--- config.mk ---
export PLATFORM = sky130hd
export DESIGN_NAME = ringWalker
export DESIGN_NICKNAME = d
export VERILOG_FILES = /design/src/rtl/walkPkg.sv /design/src/rtl/walkData.sv /design/src/rtl/walkCtrl.sv /design/src/rtl/ringWalker.sv
export SDC_FILE = /design/constraint.sdc
export NUM_CORES = 1
export LEC_CHECK = 0
export BUFFER_PORTS_ARGS = -buffer_cell sky130_fd_sc_hd__buf_4
export CORE_MARGIN = 1.5
export CORE_UTILIZATION = 38
export DETAILED_ROUTE_END_ITERATION = 10
export HOLD_SLACK_MARGIN = 0.15
export PLACE_DENSITY = 0.59
export SKIP_LAST_GASP = 1
export SLEW_MARGIN = 20
export SYNTH_ARGS = -nofsm -noshare
export SYNTH_HDL_FRONTEND = slang
export SYNTH_SLANG_ARGS = --single-unit
--- constraint.sdc ---
create_clock -name clk -period 2.6 [get_ports clk]
set_input_delay 0.13 -clock clk [delete_from_list [all_inputs] [get_ports clk]]
set_output_delay 0.13 -clock clk [all_outputs]
set_load 0.01 [all_outputs]
--- src/rtl/walkPkg.sv ---
package walkPkg;
  localparam int WORD_W     = 32;
  localparam int MAX_WORDS  = 6;
  localparam int IDX_W      = $clog2(MAX_WORDS + 1);
  localparam int LEN_W      = 14;
  localparam int RX_LEN_W   = 13;
  localparam int CFG_A64    = 30;
  localparam int CFG_EXT_TX = 29;
  localparam int CFG_EXT_RX = 28;
  localparam int RX_OWN     = 0;
  localparam int RX_WRAP    = 1;
  localparam int TX_USED    = 31;
  localparam int TX_WRAP    = 30;

  typedef struct packed {
    logic latchFmt;
    logic firstWord;
    logic nextWord;
    logic capWord;
    logic stepRing;
    logic loadBase;
  } walkStrobe_t;
endpackage

--- src/rtl/walkData.sv ---
module walkData
  import walkPkg::*;
#(
  parameter int ADDR_W = 32
) (
  input  logic                clk,
  input  logic                rstN,
  input  walkStrobe_t         stb,
  input  logic                rxMode,
  input  logic [WORD_W-1:0]   cfgWord,
  input  logic [ADDR_W-1:0]   queueBase,
  input  logic [WORD_W-1:0]   rdData,
  input  logic [WORD_W-1:0]   statusIn,
  output logic [ADDR_W-1:0]   memAddr,
  output logic [ADDR_W-1:0]   curDesc,
  output logic [WORD_W-1:0]   wrData,
  output logic                lastWord,
  output logic                stopHere,
  output logic                invalid,
  output logic [2*WORD_W-1:0] bufAddr,
  output logic [LEN_W-1:0]    bufLen,
  output logic                bufWrap
);
  logic fmtRx, fmtA64, fmtExt;
  logic [IDX_W-1:0]  wordIdx, wordCnt, extBase;
  logic [ADDR_W-1:0] ptr, baseAligned;
  logic [WORD_W-1:0] words [MAX_WORDS];
  logic [WORD_W-1:0] lo, hi;
  logic unusedBits;

  assign unusedBits  = ^{cfgWord[WORD_W-1], cfgWord[CFG_EXT_RX-1:0], cfgWord[CFG_EXT_RX-1:0], queueBase[1:0]};
  assign baseAligned = {queueBase[ADDR_W-1:2], 2'b00};

  always_ff @(posedge clk or negedge rstN) begin
    if (!rstN) begin
      fmtRx  <= 1'b0;
      fmtA64 <= 1'b0;
      fmtExt <= 1'b0;
    end else if (stb.latchFmt) begin
      fmtRx  <= rxMode;
      fmtA64 <= cfgWord[CFG_A64];
      fmtExt <= rxMode ? cfgWord[CFG_EXT_RX] : cfgWord[CFG_EXT_TX];
    end
  end

  assign wordCnt  = IDX_W'(2) + (fmtA64 ? IDX_W'(2) : '0) + (fmtExt ? IDX_W'(2) : '0);
  assign extBase  = fmtA64 ? IDX_W'(4) : IDX_W'(2);
  assign lastWord = (wordIdx == wordCnt - IDX_W'(1));

  always_ff @(posedge clk or negedge rstN) begin
    if (!rstN)              wordIdx <= '0;
    else if (stb.firstWord) wordIdx <= '0;
    else if (stb.nextWord)  wordIdx <= wordIdx + IDX_W'(1);
  end

  always_ff @(posedge clk or negedge rstN) begin
    if (!rstN)             ptr <= '0;
    else if (stb.loadBase) ptr <= baseAligned;
    else if (stb.stepRing) ptr <= bufWrap ? baseAligned : ptr + (ADDR_W'(wordCnt) << 2);
  end

  assign curDesc = ptr;
  assign memAddr = ptr + (ADDR_W'(wordIdx) << 2);

  for (genvar g = 0; g < MAX_WORDS; g++) begin : gWord
    always_ff @(posedge clk or negedge rstN) begin
      if (!rstN)                                       words[g] <= '0;
      else if (stb.capWord && wordIdx == IDX_W'(g))    words[g] <= rdData;
    end
  end

  assign lo       = fmtRx ? {words[0][WORD_W-1:2], 2'b00} : words[0];
  assign hi       = fmtA64 ? words[2] : '0;
  assign bufAddr  = {hi, lo};
  assign bufWrap  = fmtRx ? words[0][RX_WRAP] : words[1][TX_WRAP];
  assign bufLen   = fmtRx ? LEN_W'(words[1][RX_LEN_W-1:0]) : words[1][LEN_W-1:0];
  assign stopHere = fmtRx ? words[0][RX_OWN] : words[1][TX_USED];
  assign invalid  = !fmtRx && (bufAddr == '0 || bufLen == '0);

  always_comb begin
    wrData = '0;
    for (int k = 0; k < MAX_WORDS; k++)
      if (wordIdx == IDX_W'(k)) wrData = words[k];
    if (wordIdx == IDX_W'(0) && fmtRx)
      wrData = words[0] | WORD_W'(1 << RX_OWN);
    if (wordIdx == IDX_W'(1))
      wrData = fmtRx ? statusIn : {1'b1, bufWrap, statusIn[WORD_W-3:0]};
    if (fmtExt && wordIdx >= extBase)
      wrData = '0;
  end

  AST_DESC_ALIGNED: assert property (@(posedge clk) disable iff (!rstN) curDesc[1:0] == 2'b00);
  AST_WORD_COUNT: assert property (@(posedge clk) disable iff (!rstN)
    (wordCnt <= IDX_W'(MAX_WORDS)) && !wordCnt[0] && (wordCnt >= IDX_W'(2)));
  AST_IDX_IN_RANGE: assert property (@(posedge clk) disable iff (!rstN) wordIdx < wordCnt);
  AST_FMT_HELD: assert property (@(posedge clk) disable iff (!rstN)
    stb.capWord && !lastWord |=> $stable(wordCnt));
endmodule

--- src/rtl/walkCtrl.sv ---
module walkCtrl
  import walkPkg::*;
(
  input  logic        clk,
  input  logic        rstN,
  input  logic        kick,
  input  logic        rewind,
  input  logic        rdReady,
  input  logic        rdValid,
  input  logic        wrReady,
  input  logic        done,
  input  logic        lastWord,
  input  logic        stopHere,
  input  logic        invalid,
  output walkStrobe_t stb,
  output logic        rdReq,
  output logic        wrReq,
  output logic        descValid,
  output logic        idle,
  output logic        halted
);
  typedef enum logic [2:0] {S_IDLE, S_RDREQ, S_RDWAIT, S_CHECK, S_OFFER, S_WRREQ, S_HALT} walkState_t;
  walkState_t st, nxt;

  always_ff @(posedge clk or negedge rstN) begin
    if (!rstN) st <= S_IDLE;
    else       st <= nxt;
  end

  always_comb begin
    stb       = '0;
    nxt       = st;
    rdReq     = 1'b0;
    wrReq     = 1'b0;
    descValid = 1'b0;
    case (st)
      S_IDLE, S_HALT: begin
        if (kick) begin
          stb.latchFmt  = 1'b1;
          stb.firstWord = 1'b1;
          nxt           = S_RDREQ;
        end else if (rewind) begin
          stb.loadBase = 1'b1;
        end
      end
      S_RDREQ: begin
        rdReq = 1'b1;
        if (rdReady) nxt = S_RDWAIT;
      end
      S_RDWAIT: begin
        if (rdValid) begin
          stb.capWord = 1'b1;
          if (lastWord) nxt = S_CHECK;
          else begin
            stb.nextWord = 1'b1;
            nxt          = S_RDREQ;
          end
        end
      end
      S_CHECK: begin
        if (stopHere)     nxt = S_IDLE;
        else if (invalid) nxt = S_HALT;
        else              nxt = S_OFFER;
      end
      S_OFFER: begin
        descValid = 1'b1;
        if (done) begin
          stb.firstWord = 1'b1;
          nxt           = S_WRREQ;
        end
      end
      S_WRREQ: begin
        wrReq = 1'b1;
        if (wrReady) begin
          if (lastWord) begin
            stb.stepRing  = 1'b1;
            stb.latchFmt  = 1'b1;
            stb.firstWord = 1'b1;
            nxt           = S_RDREQ;
          end else begin
            stb.nextWord = 1'b1;
          end
        end
      end
      default: nxt = S_IDLE;
    endcase
  end

  assign idle   = (st == S_IDLE);
  assign halted = (st == S_HALT);

  AST_RW_EXCLUSIVE: assert property (@(posedge clk) disable iff (!rstN) !(rdReq && wrReq));
  AST_RD_HOLD: assert property (@(posedge clk) disable iff (!rstN) rdReq && !rdReady |=> rdReq);
  AST_OFFER_HOLD: assert property (@(posedge clk) disable iff (!rstN) descValid && !done |=> descValid);
  AST_HALT_NO_WRITE: assert property (@(posedge clk) disable iff (!rstN) halted |-> !wrReq && !descValid);
endmodule

--- src/rtl/ringWalker.sv ---
module ringWalker
  import walkPkg::*;
(
  input  logic        clk,
  input  logic        rstN,
  input  logic        rxMode,
  input  logic [31:0] cfgWord,
  input  logic [31:0] queueBase,
  input  logic        rewind,
  input  logic        kick,
  output logic        rdReq,
  output logic [31:0] rdAddr,
  input  logic        rdReady,
  input  logic        rdValid,
  input  logic [31:0] rdData,
  output logic        wrReq,
  output logic [31:0] wrAddr,
  output logic [31:0] wrData,
  input  logic        wrReady,
  output logic        descValid,
  output logic [63:0] bufAddr,
  output logic [13:0] bufLen,
  output logic        bufWrap,
  input  logic        done,
  input  logic [31:0] statusIn,
  output logic [31:0] curDesc,
  output logic        idle,
  output logic        halted
);
  walkStrobe_t stb;
  logic        lastWord, stopHere, invalid;
  logic [31:0] memAddr;

  walkCtrl i_walkCtrl (
    .clk(clk), .rstN(rstN), .kick(kick), .rewind(rewind),
    .rdReady(rdReady), .rdValid(rdValid), .wrReady(wrReady), .done(done),
    .lastWord(lastWord), .stopHere(stopHere), .invalid(invalid),
    .stb(stb), .rdReq(rdReq), .wrReq(wrReq), .descValid(descValid),
    .idle(idle), .halted(halted)
  );

  walkData #(.ADDR_W(32)) i_walkData (
    .clk(clk), .rstN(rstN), .stb(stb), .rxMode(rxMode), .cfgWord(cfgWord),
    .queueBase(queueBase), .rdData(rdData), .statusIn(statusIn),
    .memAddr(memAddr), .curDesc(curDesc), .wrData(wrData),
    .lastWord(lastWord), .stopHere(stopHere), .invalid(invalid),
    .bufAddr(bufAddr), .bufLen(bufLen), .bufWrap(bufWrap)
  );

  assign rdAddr = memAddr;
  assign wrAddr = memAddr;

  AST_RD_ADDR_STABLE: assert property (@(posedge clk) disable iff (!rstN)
    rdReq && !rdReady |=> $stable(rdAddr));
  AST_OFFER_STABLE: assert property (@(posedge clk) disable iff (!rstN)
    descValid && !done |=> $stable(bufAddr) && $stable(bufLen) && $stable(bufWrap));
  AST_WR_WITHIN_DESC: assert property (@(posedge clk) disable iff (!rstN)
    wrReq |-> (wrAddr >= curDesc) && (wrAddr < curDesc + 32'd24));
endmodule

**Word level (Yosys, flattened, before mapping)**

Index checks and enable logic that the tools add are counted.

- Register bits: 233
- Latch bits: 0
- Memory bits (writable): 0
- Bits in read-only memories: 0
- Input port bits: 137
- Output and inout port bits: 212
- Logic and storage cells: 108
- Memories: 0

- Add/subtract/negate cells: 6
- Multiply operators: 0
- Divide/modulo/power cells: 0
- $lt $le $gt $ge: 1
- Eq/ne operators: 18
- Shift operators: 0
- Mux-type cells: 52
- Bitwise operators: 0
- Reduce and logical (&&, ||, !) cells: 19

Operators by type and width:

| operator | count |
|---|---|
| 32-bit 2-to-1 mux | 13 |
| 32-bit by 5-bit adder with 32-bit output | 2 |
| 64-bit zero test | 1 |
| 3-bit 2-to-1 mux | 11 |
| 3-bit one-hot mux with 6 select lines | 1 |
| 2-bit 2-to-1 mux | 8 |
| 3-bit == test, second input constant | 5 |
| 1-bit 2-to-1 mux | 15 |
| 14-bit zero test | 1 |
| 14-bit 2-to-1 mux | 1 |
| 3-bit by 2-bit == test with 1-bit output, second input constant | 4 |
| 2-bit != test, second input constant | 5 |
| 1-bit logical AND | 9 |
| 3-bit by 1-bit == test with 1-bit output, second input constant | 2 |
| 3-bit zero test | 2 |
| 6-bit AND reduction | 1 |
| 1-bit one-hot mux with 2 select lines | 2 |
| 2-bit nonzero test | 2 |
| 2-bit by 3-bit adder with 3-bit output, first input constant | 1 |
| 3-bit by 1-bit adder with 3-bit output, second input constant | 1 |
| 3-bit adder | 1 |
| 3-bit == test | 1 |
| 3-bit >= comparator | 1 |
| 1-bit one-hot mux with 3 select lines | 1 |
| other kinds (5) | 5 |

**Depth between registers and ports, before layout**

Gate-level depths: netlist of the first run.

- Depth after elaboration: 10
- Depth in mapped cells: 13
- Mapped depth without buffers: 11

**Hierarchy**

From an unflattened synthesis of the first run, not the netlist that was laid out.

- Cell total of the unflattened synthesis: 1227
- Area, all modules: 12695.9 sq um

By module, submodules not included:

| module | instances | cells an instance | area each (sq um) | sequential area each (sq um) |
|---|---|---|---|---|
| walkData | 1 | 1148 | 12082.8 | 5305.1 |
| walkCtrl | 1 | 47 | 372.9 | 75.1 |
| ringWalker | 1 | 32 | 240.2 | 0.0 |

**Worst setup path before layout of the first run**

OpenSTA, ideal clock, no wires.

- Path kind: flip-flop to flip-flop
- From: register i_walkData.fmtA64
- To: register i_walkData.ptr[21] (netlist: i_walkData.curDesc[21])
- Arrival: 2705 ps
- Slack: -226 ps
- Stages on the path, launching flop included: 14
- Path buffers: 2
- Clock period less this slack: 2826 ps
- Cell sequence: dfrtp_1 > clkbuf_1 > inv_1 > ha_1 > inv_1 > ha_1 > inv_1 > fa_1 > and3b_1 > and3_1 > clkbuf_2 > and2_1 > a41oi_1 > o22a_1

- Longest elaborated chain between the ends: 9
- Elaborated cells between the ends (all ways): 13

Ends and longest elaborated chain:

| what | line | text |
|---|---|---|
| start: declaration | walkData.sv:24 | `logic fmtRx, fmtA64, fmtExt;` |
| start signal: assignment | walkData.sv:41 | `fmtA64 <= cfgWord[CFG_A64];` |
| 2-bit 2-to-1 mux (*) | walkData.sv:46 | `assign wordCnt = IDX_W'(2) + (fmtA64 ? IDX_W'(2) : '0) + (fmtExt ? IDX_W'(2) : '0);` |
| 2-bit by 3-bit adder with 3-bit output (*) | walkData.sv:46 |  |
| 3-bit adder (*) | walkData.sv:46 |  |
| branches (longest 6 deep; another with 32-bit by 5-bit adder with 32-bit output) | -- |  |
| end signal: assignment | walkData.sv:58 | `else if (stb.loadBase) ptr <= baseAligned;` |
| end signal: assignment | walkData.sv:59 | `else if (stb.stepRing) ptr <= bufWrap ? baseAligned : ptr + (ADDR_W'(wordCnt) << 2);` |
| end: declaration | walkData.sv:26 | `logic [ADDR_W-1:0] ptr, baseAligned;` |

Mark *: on every way between the ends. The select of a mux whose other input is x is not followed.
A chain may end at the register's enable or synchronous reset.

**Final worst setup path of the first run**

- From: register i_walkData.wordIdx[1]
- To: output rdAddr[29]

- Longest elaborated chain between the ends: 1

Ends and longest elaborated chain:

| what | line | text |
|---|---|---|
| start: declaration | walkData.sv:25 | `logic [IDX_W-1:0] wordIdx, wordCnt, extBase;` |
| start signal: assignment | walkData.sv:53 | `else if (stb.nextWord) wordIdx <= wordIdx + IDX_W'(1);` |
| 32-bit by 5-bit adder with 32-bit output | walkData.sv:63 | `assign memAddr = ptr + (ADDR_W'(wordIdx) << 2);` |
| end: declaration | ringWalker.sv:12 | `output logic [31:0] rdAddr,` |

No other way between the ends.

==> results.ini, run 1 <==
[floorplanning]
num_rows = 67
fp.coreArea_sq_mm = 0.0334
die_h_um = 186
initial_utilization = 0.383
die_x_um = 186
die-area_sq_mm = 0.0348
ios = 349

[synth]
yosysTopAreaCell = dfrtp_1
syn-mean-instance-area_sq_um = 10.2
yosysWarnings = 0
postSynthCellCount = 1251
yosys_most_used_dff = dfrtp_1
ys_ff_latch = 215
netlist.area_leader.share = 0.420
synthTopCellsByArea = dfrtp_1 42%, mux2_2 13%, buf_4 5.1%
async_reset_ff_frac = 1.00
syn_area_sq_mm = 0.0128
ys_seq_area_frac = 0.420
synth_edf_count = 0
synth_cell_types = 79

[setup_path]
worstSetupEndpointType = output port
cp-start-kind = flip-flop
worstPathRequired_ns = 2.47
rr_worst_depth = 11
crit_fanout = 4
critPathKind = reg2out
worstPathArrival_ns = 2.71

[placed_design]
port_buffers = 311
place_area_sq_mm = 0.0155
place_ws_ns = 0.00150
gp_congestion = 0.843
dp_hpwl_mm = 30.8

[cts]
cts_buffers = 26
cts_sinks = 215
clock_path_buffers = 3
path_clk_slew_ns = 0.06
clk_latency_ns = 0.54
cts_tree = built
ctsRootBufferMaster = clkbuf_16
h-tree-depth = 1

[global_routing]
grt_pass1_wl_mm = 68.4
antenna_found_initial = 0
grt_max_degree = 70
grt_use_total = 0.248
grt_pass1_vias = 11700
grt_overflow = 0

[power_and_ir_drop]
power_leakage_nw = 8.72
ir_worst_vdd_mv = 0.707
total_power_w = 0.0216
power.density_mw_per_mm2 = 1170

[detailed_routing]
num_vias = 11600
drt_iter0_drc = 754
dr.pass1.iters = 5
wirelength_mm = 45.2
vias_per_cell = 5.58
antenna_left = 0
drc = 0
wl_per_cell_um = 21.7

[layout]
layout_commonest_cell = buf_4
area_delta_synth_final_pct = 44.6
fin_area_sq_mm = 0.0185
diodes = 0
final_nets = 1771
final_util = 0.555
layout_common_cells = 383 x buf_4, 208 x dfrtp_1, 143 x mux2_2
nFillCells = 2923
drive_gt1_frac = 0.478

[timing]
period_needed_ns = 2.85
period_share = 1.09
setup_ws_ns = -0.245
hold_violations = 0
rsz0062_at_grt = true
tightestPinTransition_ns = 0.745
skew_ns = 0.0159
finalSetupViolCount = 67
max_freq_mhz = 351
slew_viol_final = 0
max_slew_margin = 0.499

[hold_path]
min_path_type = in2reg
min_path_cells = 5

[status]
violations = negative setup slack
outcome = complete, but fails checks

[run]
cap_violations = 0

## sequential cells by signal, indices dropped and copies added, names as in the netlist
name / flops
i_walkData.fmtExt: 1
i_walkData.curDesc: 30
i_walkData.wordIdx: 3
i_walkData.fmtRx: 1
i_walkData.fmtA64: 1
i_walkCtrl.st: 3
i_walkData.words: 176
## where the power goes
| group | switching [W] | total, W | internal, W |
|---|---|---|---|
| clock network | 0.00144 | 0.00377 | 0.00232 |
| logic | 0.00607 | 0.0121 | 0.00599 |
| registers | 0.00144 | 0.00575 | 0.00432 |
## synth_stat cells (24+ instances only)
library cell,number
clkbuf_1,33
a211oi_1,35
buf_2,46
and2_1,40
mux2_2,143
dfrtp_1,215
buf_4,87
mux2_1,37
xnor2_1,24
a21oi_1,96
inv_1,25
o21ai_0,40
a221oi_1,30
nor2_1,63
o211ai_1,34
nand2_1,40
o21ai_1,42
## cell type report
class	count	area, sq um	share of cell area
sequential	215	5390	0.291
clock inverter	4	81.3	0.00440
inverter	25	115	0.00622
multi-input combinational	844	7160	0.387
clock buffer	43	815	0.0440
tap	448	561	0.0303
timing repair buffer	506	4380	0.237
## per-stage QoR
step           instances  hold WS, ns  setup TNS [ns]
6_report            2085        0.158           -8.19
5_1_grt             2085        0.191          -13.90
2_1_floorplan       1256       -0.166               0
4_1_cts             2064        0.152           -9.73
3_3_place_gp        1926        0.197               0
3_5_place_dp        1926        0.192               0
## cells by family (layout without fill, tap and decap cells)
kind of cell | after synthesis | after routing | share of synthesized area
flops | 215 | 215 | 0.420
compound gates | 337 | 337 | 0.171
fa+ha+maj | 16 | 16 | 0.0168
simple gates | 270 | 270 | 0.118
xor+xnor | 32 | 32 | 0.0225
other cells | 1 | 6 | 0.000293
mux | 183 | 183 | 0.161
buf+inv | 197 | 578 | 0.0899
## per-layer routing
metal  vias to the layer above  GRT usage  part of all wire
li1                       5249          -                 -
met1                      5876      0.328              0.43
met2                       440      0.415              0.49
met3                        67     0.0380             0.054
met4                         0     0.0859             0.027
met5                         -          0                 0
## repair_timing
| action | CTS | global route |
|---|---|---|
| hold buffers | 71 | 0 |
| pin swaps | 60 | 105 |
| resized for setup | 87 | 122 |
| endpoints found under the setup margin | 80 | 89 |
| hold endpoints to repair | 363 | 0 |
| buffers inserted | 21 | 20 |
| cloned | 0 | 5 |
## final timing paths
kind                       slack, ns                      to             startpoint
hold reg to reg                 0.48    i_walkData.words[71]   i_walkData.words[71]
setup / recovery               -0.25              rdAddr[29]  i_walkData.wordIdx[1]
min in group asynchronous       0.17  i_walkData.curDesc[22]                   rstN
hold / removal                  0.16        i_walkCtrl.st[2]                rdValid
max in group asynchronous       1.60    i_walkData.words[88]                   rstN
setup reg to reg                0.08  i_walkData.curDesc[27]      i_walkData.fmtA64
## worst max-delay path: stages (launching register included)
cell and delay [ns]:
dfrtp_2 0.44, buf_6 0.15, ha_4 0.25, a21o_1 0.13, a21oi_2 0.07, or3_4 0.39, or3_4 0.43, xnor2_4 0.19
buf_6 0.13
(Power assumes the default switching activity.)
==> inputs of run 2 (changes only) <==
--- a/config.mk
+++ b/config.mk
@@ -5,12 +5,12 @@
 export SDC_FILE = /design/constraint.sdc
 export NUM_CORES = 1
 export LEC_CHECK = 0
-export BUFFER_PORTS_ARGS = -buffer_cell sky130_fd_sc_hd__buf_4
-export CORE_MARGIN = 1.5
+export CAP_MARGIN = 20
 export CORE_UTILIZATION = 38
 export DETAILED_ROUTE_END_ITERATION = 10
+export DONT_BUFFER_PORTS = 1
 export HOLD_SLACK_MARGIN = 0.15
-export PLACE_DENSITY = 0.59
+export PLACE_DENSITY = 0.5
 export SKIP_LAST_GASP = 1
 export SLEW_MARGIN = 20
 export SYNTH_ARGS = -nofsm -noshare
==> run 2 against run 1 <==
  * The flow finishes with violations (negative hold slack, negative setup slack)
  * Combinational power is 12% lower
  * Fmax is 2.1% higher
  * Sequential cell count is the same
  * First-iteration DRC count is 11% lower
  * Utilization fell by 4.9 points
  * Critical path depth is 3 higher
  * Sequential share of layout area increased by 3.3 points
  * Hold slack worse by 0.88 ns
  * Clock power shrank 3%
==> results.ini, run 2 (synthesis gave the netlist of run 1 again) <==
[run]
cap_violations = 0  ; unchanged

[layout]
layout.cells.non_filler = 1812  ; -13%
max_flop_register = i_walkData.words
layout_commonest_cell = dfrtp_1
fin_area_sq_mm = 0.0166  ; -10%
final_nets = 1506  ; -15%
layout_common_cells = 205 x dfrtp_1, 143 x mux2_2, 105 x buf_4
largest_reg_flops = 176  ; unchanged
area_delta_synth_final_pct = 29.9
drive_gt1_frac = 0.367  ; -0.112

[timing]
period_share = 1.07  ; -0.0221
setup_ws_ns = -0.188  ; +0.0574 ns
period_needed_ns = 2.79  ; -0.0574 ns
rsz0062_at_grt = true
skew_ns = 0.0195  ; +0.00367 ns
hold_violations = 215  ; +215
slew_viol_final = 0  ; unchanged
tightestPinTransition_ns = 0.648  ; -0.0974 ns
max_slew_margin = 0.564  ; +0.0655
finalSetupViolCount = 56  ; -16%
max_freq_mhz = 359  ; +2.1%
hold_ws_ns = -0.719  ; -0.878 ns

[detailed_routing]
dr.pass1.iters = 4  ; -1
wl_per_cell_um = 25.2  ; +16%
vias_per_cell = 5.83  ; +4.6%
wirelength_mm = 45.7  ; +1.0%
antenna_left = 0  ; unchanged
drt_iter0_drc = 670  ; -11%
num_vias = 10600  ; -9.1%
drc = 0  ; unchanged

[cts]
cts_sinks = 215  ; unchanged
h-tree-depth = 1  ; unchanged
clk_latency_ns = 0.55  ; about the same
cts_tree = built
cts_hold_buffers = 77  ; +8.5%
cts_buffers = 26  ; unchanged
path_clk_slew_ns = 0.06  ; about the same
ctsRootBufferMaster = clkbuf_16
clock_path_buffers = 3  ; unchanged

[floorplanning]
fp.coreArea_sq_mm = 0.0329  ; -1.5%
die_x_um = 185  ; -0.54%
die-area_sq_mm = 0.0344  ; -1.1%
initial_utilization = 0.389  ; +0.00581
ios = 349  ; unchanged
die_h_um = 185  ; -0.54%
num_rows = 66  ; -1.5%

[global_routing]
grt_max_degree = 216  ; +210%
grt_pass1_wl_mm = 66.7  ; -2.4%
antenna_found_initial = 2  ; +2
grt_use_total = 0.257  ; +0.00856
grt_pass1_vias = 10500  ; -10%
grt_overflow = 0  ; unchanged

[placed_design]
place_area_sq_mm = 0.0134  ; -13%
dp_hpwl_mm = 28.4  ; -7.9%
dp_cells = 1635  ; -15%
gp_congestion = 0.848  ; +0.63%
port_buffers = 0  ; -100%

[setup_path]
crit_fanout = 4  ; unchanged
worstSetupEndpointType = output port
path_cells = buf_6 > inv_6 > ha_4 > nor3b_4 > buf_6 > buf_8 > buf_12 > a221oi_2 > o21ai_1 > o211ai_1 > a211oi_2
worstPathRequired_ns = 2.47  ; about the same
crit_top_cell = buf_6
cpPeakStageDelay_ns = 0.44  ; about the same
slowest_stage = dfrtp_2
worstPathArrival_ns = 2.66  ; -0.05 ns
cp-start-kind = flip-flop
critical-path-top-delay-family = buffers and inverters
critPathKind = reg2out
path_buf_inv = 5  ; +3

[power_and_ir_drop]
ir_worst_vdd_mv = 0.943  ; +33%
power.density_mw_per_mm2 = 1210  ; +3.9%
power_leakage_nw = 7.34  ; -16%

[status]
outcome = complete, but fails checks
violations = negative hold slack, negative setup slack

[hold_path]
min_path_type = in2async

==> run 2: changes by cell type in the layout (fill, tap and decap cells not counted), moves of 6 or more <==
cell	before	now
dlygate4sd3_1	71	77
buf_6	28	18
xnor2_1	8	20
buf_12	16	27
a221oi_2	21	28
buf_16	0	7
clkbuf_8	11	5
buf_4	383	105
xnor2_2	15	3
==> run 2: power breakdown <==
group          switching [W]  leakage (nW)  internal (W)  total, W
combinational        0.00579          4.05       0.00487    0.0107
clock                0.00148         0.418       0.00216   0.00364
sequential           0.00151          2.87       0.00432   0.00584
==> run 2: what timing repair did <==
item / in CTS / in global routing
setup buffers: 33 / 13
endpoints found under the setup margin: 76 / 89
resized for setup: 128 / 58
cloned: 7 / 3
pin swaps: 97 / 74
endpoints found under the hold margin: 430 / 215
==> run 2: path summary, 6_finish.rpt <==
path / slack [ns] / depth (start not counted) / endpoint / startpoint
hold reg to reg: 0.48 / 1 / i_walkData.words[88] / i_walkData.words[88]
setup reg to reg: 0.09 / 11 / i_walkData.curDesc[27] / i_walkData.fmtA64
hold / removal: -0.72 / 0 / i_walkData.words[27] / rstN
max in group asynchronous: 2.83 / 0 / i_walkData.words[127] / rstN
min in group clk: 0.22 / 5 / i_walkData.curDesc[14] / kick
setup / recovery: -0.19 / 11 / wrData[24] / i_walkData.wordIdx[0]
==> run 2: area by class of cell <==
type                    instances  area (sq um)
repair buffers                241          2650
clock inverters                11           121
clock buffers                  33           727
fillers                      3037         16300
inverters                      25           115
diodes                          1          2.50
well taps                     442           553
flip-flops and latches        215          5390
multi-input cells             844          7060
==> run 2: routing by layer <==
| layer | global-route usage | wire length [um] | vias up |
|---|---|---|---|
| met4 | 0.0684 | 1000 | 0 |
| li1 | - | - | 4713 |
| met5 | 0 | 0 | - |
| met2 | 0.407 | 21100 | 398 |
| met1 | 0.355 | 20200 | 5386 |
| met3 | 0.0524 | 3360 | 74 |
==> run 2: through the flow <==
stage                     power [W]  setup TNS, ns  setup WS [ns]   util  hold WS, ns
after floorplan              0.0116              0         0.0138      -       -0.166
after detailed placement     0.0141              0         0.0132  0.408       -0.150
after CTS                    0.0195          -8.99         -0.225  0.491       -0.728
final                        0.0201          -6.20         -0.188  0.506       -0.719
after global routing         0.0212         -11.80         -0.302  0.506       -0.736
after global placement       0.0140              0         0.0821  0.408       -0.150
